**src/rtl/bch_enc_pkg.sv**
```systemverilog
package bch_enc_pkg;

    localparam int unsigned GF_M   = 13;
    localparam logic [GF_M:0] PRIM = 14'h201B;
    localparam int unsigned MAX_T  = 20;
    localparam int unsigned NSTR   = MAX_T / 2;
    localparam int unsigned MAX_P  = GF_M * MAX_T;
    localparam int unsigned CW_MAX = (1 << GF_M) - 1;
    localparam int unsigned LEN_W  = GF_M;
    localparam int unsigned T_W    = $clog2(MAX_T + 1);
    localparam int unsigned IDX_W  = $clog2(NSTR);
    localparam int unsigned PCNT_W = $clog2(MAX_P + 1);

    typedef enum logic [1:0] {
        ST_IDLE = 2'd0,
        ST_DATA = 2'd1,
        ST_PAR  = 2'd2
    } enc_state_e;

    typedef struct packed {
        enc_state_e          st;
        logic [IDX_W-1:0]    idx;
        logic [LEN_W-1:0]    dcnt;
        logic [PCNT_W-1:0]   pcnt;
        logic [MAX_P-1:0]    rem;
        logic                out_vld;
        logic                out_dat;
        logic                out_end;
        logic                err;
    } enc_regs_t;

    // Field multiply, shift-and-add with reduction by the primitive polynomial
    function automatic logic [GF_M-1:0] gf_mul(input logic [GF_M-1:0] a,
                                               input logic [GF_M-1:0] b);
        logic [GF_M-1:0] acc;
        logic [GF_M-1:0] x;
        acc = '0;
        x   = a;
        for (int k = 0; k < int'(GF_M); k++) begin
            if (b[k]) acc = acc ^ x;
            x = x[GF_M-1] ? ((x << 1) ^ PRIM[GF_M-1:0]) : (x << 1);
        end
        return acc;
    endfunction

    // alpha raised to e by square-and-multiply
    function automatic logic [GF_M-1:0] gf_alpha_pow(input int unsigned e);
        logic [GF_M-1:0] r;
        logic [GF_M-1:0] b;
        r = GF_M'(1);
        b = GF_M'(2);
        for (int k = 0; k < int'(GF_M); k++) begin
            if (e[k]) r = gf_mul(r, b);
            b = gf_mul(b, b);
        end
        return r;
    endfunction

    // Binary minimal polynomial of alpha^i: product over its 13 conjugates
    function automatic logic [GF_M:0] min_poly(input int unsigned i);
        logic [GF_M:0][GF_M-1:0] c;
        logic [GF_M-1:0]         beta;
        logic [GF_M:0]           res;
        c    = '0;
        c[0] = GF_M'(1);
        beta = gf_alpha_pow(i);
        for (int j = 0; j < int'(GF_M); j++) begin
            for (int k = int'(GF_M); k >= 1; k--) begin
                c[k] = c[k-1] ^ gf_mul(beta, c[k]);
            end
            c[0] = gf_mul(beta, c[0]);
            beta = gf_mul(beta, beta);
        end
        for (int k = 0; k <= int'(GF_M); k++) res[k] = c[k][0];
        return res;
    endfunction

    function automatic logic [MAX_P:0] poly_mul(input logic [MAX_P:0] g,
                                                input logic [GF_M:0]  m);
        logic [MAX_P:0] r;
        r = '0;
        for (int k = 0; k <= int'(GF_M); k++) begin
            if (m[k]) r = r ^ (g << k);
        end
        return r;
    endfunction

    // Generator for strength t: product of the minimal polynomials of odd powers
    function automatic logic [MAX_P:0] gen_poly(input int unsigned t);
        logic [MAX_P:0] g;
        g = (MAX_P+1)'(1);
        for (int i = 1; i < int'(2 * MAX_T); i += 2) begin
            if (i < int'(2 * t)) g = poly_mul(g, min_poly(i));
        end
        return g;
    endfunction

    // Generator without its leading term, aligned to the top of the register
    function automatic logic [MAX_P-1:0] gen_taps_top(input int unsigned t);
        logic [MAX_P:0] g;
        int unsigned    p;
        g = gen_poly(t);
        p = GF_M * t;
        return g[MAX_P-1:0] << (MAX_P - p);
    endfunction

endpackage

```
**src/rtl/bch_cfg_check.sv**
```systemverilog
module bch_cfg_check
    import bch_enc_pkg::*;
(
    input  logic [T_W-1:0]    cfg_t_i,
    input  logic [LEN_W-1:0]  cfg_len_i,
    output logic              ok_o,
    output logic [IDX_W-1:0]  idx_o,
    output logic [PCNT_W-1:0] plen_o
);

    logic           t_ok;
    logic [LEN_W:0] total;

    always_comb begin
        t_ok   = (cfg_t_i != '0) && !cfg_t_i[0] && (cfg_t_i <= T_W'(MAX_T));
        idx_o  = IDX_W'((cfg_t_i >> 1) - T_W'(1));
        plen_o = PCNT_W'(cfg_t_i) * PCNT_W'(GF_M);
        total  = {1'b0, cfg_len_i} + (LEN_W+1)'(plen_o);
        ok_o   = t_ok && (cfg_len_i != '0) && (total <= (LEN_W+1)'(CW_MAX));
    end

endmodule

```
**src/rtl/bch_gen_rom.sv**
```systemverilog
module bch_gen_rom
    import bch_enc_pkg::*;
(
    input  logic [IDX_W-1:0] idx_i,
    output logic [MAX_P-1:0] taps_o
);

    logic [MAX_P-1:0] tab_w [NSTR];

    for (genvar k = 0; k < int'(NSTR); k++) begin : g_str
        localparam logic [MAX_P-1:0] TAPS = gen_taps_top(2 * (k + 1));
        assign tab_w[k] = TAPS;
    end

    always_comb begin
        taps_o = '0;
        for (int k = 0; k < int'(NSTR); k++) begin
            if (idx_i == IDX_W'(k)) taps_o = tab_w[k];
        end
    end

endmodule

```
**src/rtl/bch_rem_step.sv**
```systemverilog
module bch_rem_step
    import bch_enc_pkg::*;
(
    input  logic [MAX_P-1:0] rem_i,
    input  logic [MAX_P-1:0] taps_i,
    input  logic             din_i,
    output logic [MAX_P-1:0] div_o,
    output logic [MAX_P-1:0] shift_o
);

    logic fb;

    always_comb begin
        fb      = din_i ^ rem_i[MAX_P-1];
        shift_o = {rem_i[MAX_P-2:0], 1'b0};
        div_o   = shift_o ^ (fb ? taps_i : '0);
    end

endmodule

```
**src/rtl/bch_encoder.sv**
```systemverilog
module bch_encoder
    import bch_enc_pkg::*;
(
    input  logic             clk_i,
    input  logic             rst_ni,
    input  logic             start_i,
    input  logic [T_W-1:0]   cfg_t_i,
    input  logic [LEN_W-1:0] cfg_len_i,
    input  logic             in_valid_i,
    input  logic             in_bit_i,
    output logic             in_ready_o,
    output logic             out_valid_o,
    output logic             out_bit_o,
    output logic             out_last_o,
    output logic             busy_o,
    output logic             err_o
);

    enc_regs_t q, d;

    logic              cfg_ok;
    logic [IDX_W-1:0]  cfg_idx;
    logic [PCNT_W-1:0] cfg_plen;
    logic [MAX_P-1:0]  taps;
    logic [MAX_P-1:0]  rem_div;
    logic [MAX_P-1:0]  rem_shift;

    bch_cfg_check u_cfg (
        .cfg_t_i   (cfg_t_i),
        .cfg_len_i (cfg_len_i),
        .ok_o      (cfg_ok),
        .idx_o     (cfg_idx),
        .plen_o    (cfg_plen)
    );

    bch_gen_rom u_rom (
        .idx_i  (q.idx),
        .taps_o (taps)
    );

    bch_rem_step u_step (
        .rem_i   (q.rem),
        .taps_i  (taps),
        .din_i   (in_bit_i),
        .div_o   (rem_div),
        .shift_o (rem_shift)
    );

    always_comb begin
        d         = q;
        d.out_vld = 1'b0;
        d.out_dat = 1'b0;
        d.out_end = 1'b0;
        unique case (q.st)
            ST_IDLE: begin
                if (start_i) begin
                    if (cfg_ok) begin
                        d.st   = ST_DATA;
                        d.idx  = cfg_idx;
                        d.dcnt = cfg_len_i;
                        d.pcnt = cfg_plen;
                        d.rem  = '0;
                        d.err  = 1'b0;
                    end else begin
                        d.err  = 1'b1;
                    end
                end
            end
            ST_DATA: begin
                if (in_valid_i) begin
                    d.rem     = rem_div;
                    d.out_vld = 1'b1;
                    d.out_dat = in_bit_i;
                    d.dcnt    = q.dcnt - LEN_W'(1);
                    if (q.dcnt == LEN_W'(1)) d.st = ST_PAR;
                end
            end
            ST_PAR: begin
                d.rem     = rem_shift;
                d.out_vld = 1'b1;
                d.out_dat = q.rem[MAX_P-1];
                d.pcnt    = q.pcnt - PCNT_W'(1);
                if (q.pcnt == PCNT_W'(1)) begin
                    d.out_end = 1'b1;
                    d.st      = ST_IDLE;
                end
            end
            default: d.st = ST_IDLE;
        endcase
    end

    always_ff @(posedge clk_i or negedge rst_ni) begin
        if (!rst_ni) q <= '0;
        else         q <= d;
    end

    assign in_ready_o  = (q.st == ST_DATA);
    assign busy_o      = (q.st != ST_IDLE);
    assign out_valid_o = q.out_vld;
    assign out_bit_o   = q.out_dat;
    assign out_last_o  = q.out_end;
    assign err_o       = q.err;

endmodule

```
**config.mk**
```make
export PLATFORM = sky130hd
export DESIGN_NAME = bch_encoder
export DESIGN_NICKNAME = d
export VERILOG_FILES = /design/src/rtl/bch_enc_pkg.sv /design/src/rtl/bch_cfg_check.sv /design/src/rtl/bch_gen_rom.sv /design/src/rtl/bch_rem_step.sv /design/src/rtl/bch_encoder.sv
export SDC_FILE = /design/constraint.sdc
export NUM_CORES = 1
export LEC_CHECK = 0
export ABC_AREA = 1
export BUFFER_PORTS_ARGS = -buffer_cell sky130_fd_sc_hd__buf_2
export CORE_UTILIZATION = 25
export CTS_BUF_LIST = sky130_fd_sc_hd__clkbuf_4 sky130_fd_sc_hd__clkbuf_8
export CTS_CLUSTER_SIZE = 10
export DETAILED_ROUTE_END_ITERATION = 10
export GPL_TIMING_DRIVEN = 0
export PLACE_DENSITY_LB_ADDON = 0.3
export SKIP_LAST_GASP = 1
export SYNTH_ARGS = -nofsm -noshare
export SYNTH_HDL_FRONTEND = slang
export SYNTH_SLANG_ARGS = --single-unit
export TNS_END_PERCENT = 100
```
**constraint.sdc**
```tcl
create_clock -name clk_i -period 2.4 [get_ports clk_i]
set_clock_uncertainty 0.15 [all_clocks]
set_input_delay 0.48 -clock clk_i [delete_from_list [all_inputs] [get_ports clk_i]]
set_output_delay 0.48 -clock clk_i [all_outputs]
set_load 0.01 [all_outputs]
```
==> impl_metrics.toml, run 1 <==
[critical_path]
crit_start = "cfg_t_i[1]"
max_stage_delay_ns = 0.63
rr_startpoint = "q[286]"
cp.arrival_ns = 3.98
start_kind = "input port"
crit_type = "in2reg"
end_kind = "flip-flop"
cp_data_required_time_ns = 2.88
cp_slowest_cell = "fa_2"
cp_common_cell = "nand2_2"
cp_max_fo = 6

[yosys]
yosysMostFrequentCell = "nand2_1"
async_flop_share_pct = 100
synth.avg_cell_area_sq_um = 6.86
yosysTopAreaCellShare_pct = 39.6
yosys-top-cells-count = "953 x nand2_1, 343 x nand3_1, 292 x dfrtp_1"
yosysTopAreaCell = "dfrtp_1"
synthCells = 2692
ys_types = 38
yosysSeqAreaShare_pct = 39.6
yosys_warnings = 0
ys.flop_type = "dfrtp_1"
synth_area_sq_um = 18500
ys_ff_latch = 292
synth_edf_count = 0
synth_area_leaders = "dfrtp_1 40%, nand2_1 19%, nand3_1 9.3%"
synth_nets = 2754

[power]
switching_share_pct = 47.3
power_density_nw_per_um2 = 1010
power.internal_w = 0.0131
p_seq_share_pct = 21.9
ir_worst_vdd_mv = 0.512
power.switching_w = 0.0117
finalPower_w = 0.0248
leakage_nw = 11.3
clkPwrFrac_pct = 24.0
power_frac_comb_pct = 54.1

[place]
hpwl_mm = 57.1
globalplace.congestion = 1.01
io_buffers = 28

[route]
via_per_inst = 5.23
firstDrtPassIters = 6
wl_per_cell_microns = 22.1
vias = 20100
wl_mm = 85.2
final_antenna_net_count = 0
first_iter_violations = 2520
drc = 0

[final_layout]
utilization_pct = 33.5
layout-drive-gt1-share_pct = 20.7
nets = 2907
num_antenna_cells = 0
area_growth_pct = 32.4

[clock_tree]
cts_buffers = 58
cts_buffer_depth = 3
clk_transition_reported_paths_ns = 0.05
clk_latency_ns = 0.71
clockRootBuffer = "clkbuf_8"
cts_max_level = 2
cts_tree = "done"
clock-sinks = 292

[timing]
finalCriticalPeriod_ns = 3.50
max_freq_mhz = 285
finalMaxSlewViolations = 0
worst_pin_slew_ns = 1.22
layout_worst_path_cycle_share_pct = 146
final_hold_viol_count = 0
rsz0062_at_grt = "yes"
setup_slack_ns = -1.10
finalSetupViolations = 293
slew_headroom_pct = 18.8
hold_slack_ns = 0.0302

[run_status]
violations = "setup timing"
status = "complete, but fails checks"

[die]
die_h_microns = 274
num_rows = 99
coreArea_sq_um = 73100
start_util_pct = 25.3
die_area_sq_um = 75000
num_io_pins = 29
die_w_microns = 274

[global_routing]
grtUsageTotal_pct = 22.0
grt_max_degree = 111
grt-ovfl-total = 0
grt_pass1_wl_mm = 123
grt_antenna_before_repair = 0
grt_pass1_vias = 18300

[run]
cap_violations = 0

[min_path]
worstHoldStart = "in_bit_i"
hp-class = "in2reg"
==> what timing repair did <==
item | in CTS | in global routing
endpoints found under the setup margin | 293 | 293
hold buffers | 2 | 0
pin swaps | 15 | 40
setup buffers | 12 | 13
cloned | 7 | 30
endpoints found under the hold margin | 101 | 0
gates resized for setup | 127 | 403
==> power by group through the flow <==
stage	logic, W	clock network (W)	registers, W
global route	0.0140	0.00625	0.00546
CTS	0.0110	0.00606	0.00542
finish	0.0134	0.00596	0.00543
detailed placement	0.00969	0	0.00550
global placement	0.00970	0	0.00550
floorplan	0.00577	0	0.00544
==> cells by family after synthesis <==
group | synth area share, %
adders and majority gates | 2.72
buffers and inverters | 7.39
DFF | 39.6
AOI/OAI and AO/OA | 15.1
muxes | 0.0542
and+or+nand+nor | 34.4
xor gates and xnor gates | 0.711
==> layout by cell type (no fill, tap or decap), types with 14 or more instances in the layout <==
cell type  synthesis  routed
a21oi_1          103     102
buf_1             18      16
buf_12             0      25
buf_2             60      61
buf_4              8      25
buf_8              0      18
clkbuf_1          86      47
clkbuf_16          0      33
clkbuf_4           0      26
clkbuf_8           0      88
dfrtp_1          292     292
ha_1              37      26
inv_1            150     142
inv_2              9      14
nand2_1          953     813
nand2_2            8      91
nand2_4            1      55
nand3_1          343     302
nand3_2            0      38
nand3b_1          26      26
nand4_1           41      41
nor2_1           106     104
o211ai_1          65      65
o21ai_0          276     194
o21ai_1           34      66
o21ai_2            1      51
==> routing by layer <==
metal	wire length, microns	GRT usage [%]	vias up
met4	4480	10.5	0
met1	36700	30.3	9635
met5	0	0	-
met2	36500	33.4	974
met3	7420	3.83	255
li1	-	-	9275
==> flip-flops by register name, indices dropped and copies added (netlist names) <==
| signal | count |
|---|---|
| err_o | 1 |
| out_last_o | 1 |
| q | 288 |
| out_valid_o | 1 |
| out_bit_o | 1 |
==> worst paths after layout <==
kind,slack [ns],cells after the start,endpoint
hold / removal,0.03,3,out_bit_o
min in group asynchronous,0.24,3,q[40]
setup / recovery,-1.10,26,q[134]
setup reg to reg,-0.99,11,q[137]
max in group asynchronous,0.84,4,q[4]
hold reg to reg,0.33,2,q[232]
==> worst max-delay path: cells and delay by family <==
kind | cells | cell delay, ns
fa+ha+maj | 4 | 1.33
buf+inv | 8 | 0.87
simple gates | 13 | 1.06
compound gates | 1 | 0.20
==> per-stage QoR <==
step           instances  worst slack [ns]  setup TNS, ns  cell area (sq um)
2_1_floorplan       2692             -1.23        -340.71              18900
3_3_place_gp        3679             -5.54       -2213.34              20200
3_5_place_dp        3682             -2.32        -614.61              20300
4_1_cts             3810             -1.05        -273.27              22600
5_1_grt             3851             -1.24        -332.84              24500
6_report            3851             -1.10        -284.62              24500
==> area by class of cell <==
type,count,area [sq um]
flip-flops and latches,292,7310
fillers,7839,48600
multi-input cells,2065,11000
clock inverters,8,130
plain buffers,173,1520
clock buffers,99,1220
inverters,161,637
well taps,959,1200
repair buffers,94,1400
Note: power is estimated with default switching activity, not from simulation.
==> inputs of run 2 (changes only) <==
==> constraint.sdc (replaced) <==
create_clock -name clk_i -period 2.4 [get_ports clk_i]
set_clock_uncertainty 0.15 [all_clocks]
set_input_delay 0.36 -clock clk_i [delete_from_list [all_inputs] [get_ports clk_i]]
set_output_delay 0.36 -clock clk_i [all_outputs]
set_load 0.01 [all_outputs]
==> run 2 against run 1 <==
Against the previous run: the run still ends with setup timing left; count of clock-buffer cells in the layout unchanged; total power down 2.0%; global-route usage up 0.14 points; largest cell class unchanged.
==> impl_metrics.toml, run 2 (synthesis gave the netlist of run 1 again) <==
[final_layout]
top_register = "q"
nets = 2909
largest_reg_flops = 288
num_antenna_cells = 0
final_cell_mix = "859 x nand2_1, 292 x dfrtp_1, 287 x nand3_1, 220 x o21ai_0, 143 x inv_1"
final_common_cell = "nand2_1"
area_growth_pct = 30.2
layout-drive-gt1-share_pct = 18.2

[timing]
rsz0062_at_grt = "yes"
hold_slack_ns = 0.0224
worst_pin_slew_ns = 1.31
slew_headroom_pct = 12.6
final_hold_viol_count = 0
finalSetupViolations = 293
max_freq_mhz = 293
setup_tns_ns = -258.51
layout_worst_path_cycle_share_pct = 142
finalMaxSlewViolations = 0
finalCriticalPeriod_ns = 3.42
setup_slack_ns = -1.02

[clock_tree]
cts_max_level = 2
cts_buffers = 58
clk_transition_reported_paths_ns = 0.06
clk_latency_ns = 0.71
cts_tree = "done"
clock-sinks = 292
cts_buffer_depth = 3
clockRootBuffer = "clkbuf_8"

[run_status]
violations = "setup timing"
status = "complete, but fails checks"

[critical_path]
cp_data_required_time_ns = 2.89
cp.arrival_ns = 3.91
end_kind = "flip-flop"
start_kind = "input port"
cp_max_fo = 6
crit_type = "in2reg"

[global_routing]
grtUsageTotal_pct = 22.2
grt_antenna_before_repair = 1
grt-ovfl-total = 0
grt_pass1_vias = 18400
grt_max_degree = 111
grt_pass1_wl_mm = 124

[die]
num_rows = 99
coreArea_sq_um = 73100
start_util_pct = 25.3
num_io_pins = 29
die_w_microns = 274
die_area_sq_um = 75000
die_h_microns = 274

[route]
wl_mm = 84.9
wl_per_cell_microns = 22.0
drc = 0
final_antenna_net_count = 0
first_iter_violations = 2490
vias = 20100
firstDrtPassIters = 6
via_per_inst = 5.23

[min_path]
hp-class = "in2reg"

[power]
power_density_nw_per_um2 = 1010
switching_share_pct = 47.6
clkPwrFrac_pct = 24.5
finalPower_w = 0.0243
power.internal_w = 0.0128
p_seq_share_pct = 22.3
ir_worst_vdd_mv = 0.532
power_frac_comb_pct = 53.2
power.switching_w = 0.0116
leakage_nw = 11.0

[place]
io_buffers = 28
globalplace.congestion = 1.01
hpwl_mm = 57.1

[run]
cap_violations = 0
## run 2: cell count changes in the layout (fill, tap and decap cells not counted), sizes merged
cell | before | now
buf | 164 | 163
clkinv | 7 | 6
dlygate4sd3 | 2 | 14
clkbuf | 199 | 188
bufbuf | 0 | 1
nand2 | 962 | 963
inv | 159 | 160
## run 2: metrics by stage
stage	instances	setup WS, ns	cell area, sq um	util (%)
after detailed placement	3682	-2.20	20300	27.8
after global routing	3853	-1.11	24000	32.9
after global placement	3679	-5.42	20200	27.7
after CTS	3827	-0.928	22900	31.3
final	3853	-1.02	24000	32.9
after floorplan	2692	-1.11	18900	-
## run 2: metal layers
| metal | track usage (%) | vias to the layer above | part of all wire [%] |
|---|---|---|---|
| li1 | - | 9271 | - |
| met1 | 30.2 | 9566 | 43 |
| met2 | 33.8 | 1058 | 43 |
| met3 | 4.15 | 249 | 9.0 |
| met4 | 10.5 | 0 | 5.1 |
| met5 | 0 | - | 0 |
## run 2: worst paths after layout
kind,endpoint,slack (ns),cells past startpoint,start
setup / recovery,q[160],-1.02,26,cfg_t_i[1]
setup reg to reg,q[137],-0.93,11,q[286]
min in group asynchronous,q[129],0.13,3,rst_ni
hold / removal,q[274],0.02,7,cfg_len_i[1]
hold reg to reg,q[272],0.33,2,q[272]
max in group asynchronous,q[5],1.01,4,rst_ni
## run 2: power by group through the flow
stage,Combinational (W),Clock (W),Sequential [W]
floorplan,0.00577,0,0.00544
global route,0.0134,0.00626,0.00546
global placement,0.00970,0,0.00550
finish,0.0129,0.00597,0.00543
CTS,0.0113,0.00606,0.00542
detailed placement,0.00969,0,0.00550
## run 2: area by class of cell
| class | instances | area (sq um) |
|---|---|---|
| clock buffer | 99 | 1220 |
| fill | 7871 | 49000 |
| buffer | 173 | 1490 |
| clock inverter | 8 | 130 |
| tap | 959 | 1200 |
| timing repair buffer | 95 | 1280 |
| multi-input combinational | 2066 | 10800 |
| sequential | 292 | 7310 |
| inverter | 161 | 639 |
## run 2: what timing repair did
action	CTS	global route
pin swaps	16	50
endpoints found under the setup margin	292	293
setup buffers	15	12
hold buffers	14	0
gates cloned	9	17
gates resized for setup	142	269
endpoints found under the hold margin	113	0
## run 2: critical path, cell delays in order
cell and delay [ns]:
buf_12 0.10, clkinv_8 0.05, ha_4 0.22, fa_2 0.63, ha_4 0.21, nand2_1 0.06
inv_1 0.05, nand2_1 0.05, nand2_1 0.06, or2_4 0.24, nand2_4 0.07, inv_2 0.04
ha_4 0.26, nand2_2 0.05, nand2_2 0.07, nand2_2 0.04, a21o_1 0.21, buf_6 0.13
nand3_4 0.12, nand2_8 0.11, nand2_8 0.14, buf_12 0.18, clkbuf_16 0.19, buf_12 0.14
nand2_2 0.05, nand2_1 0.06
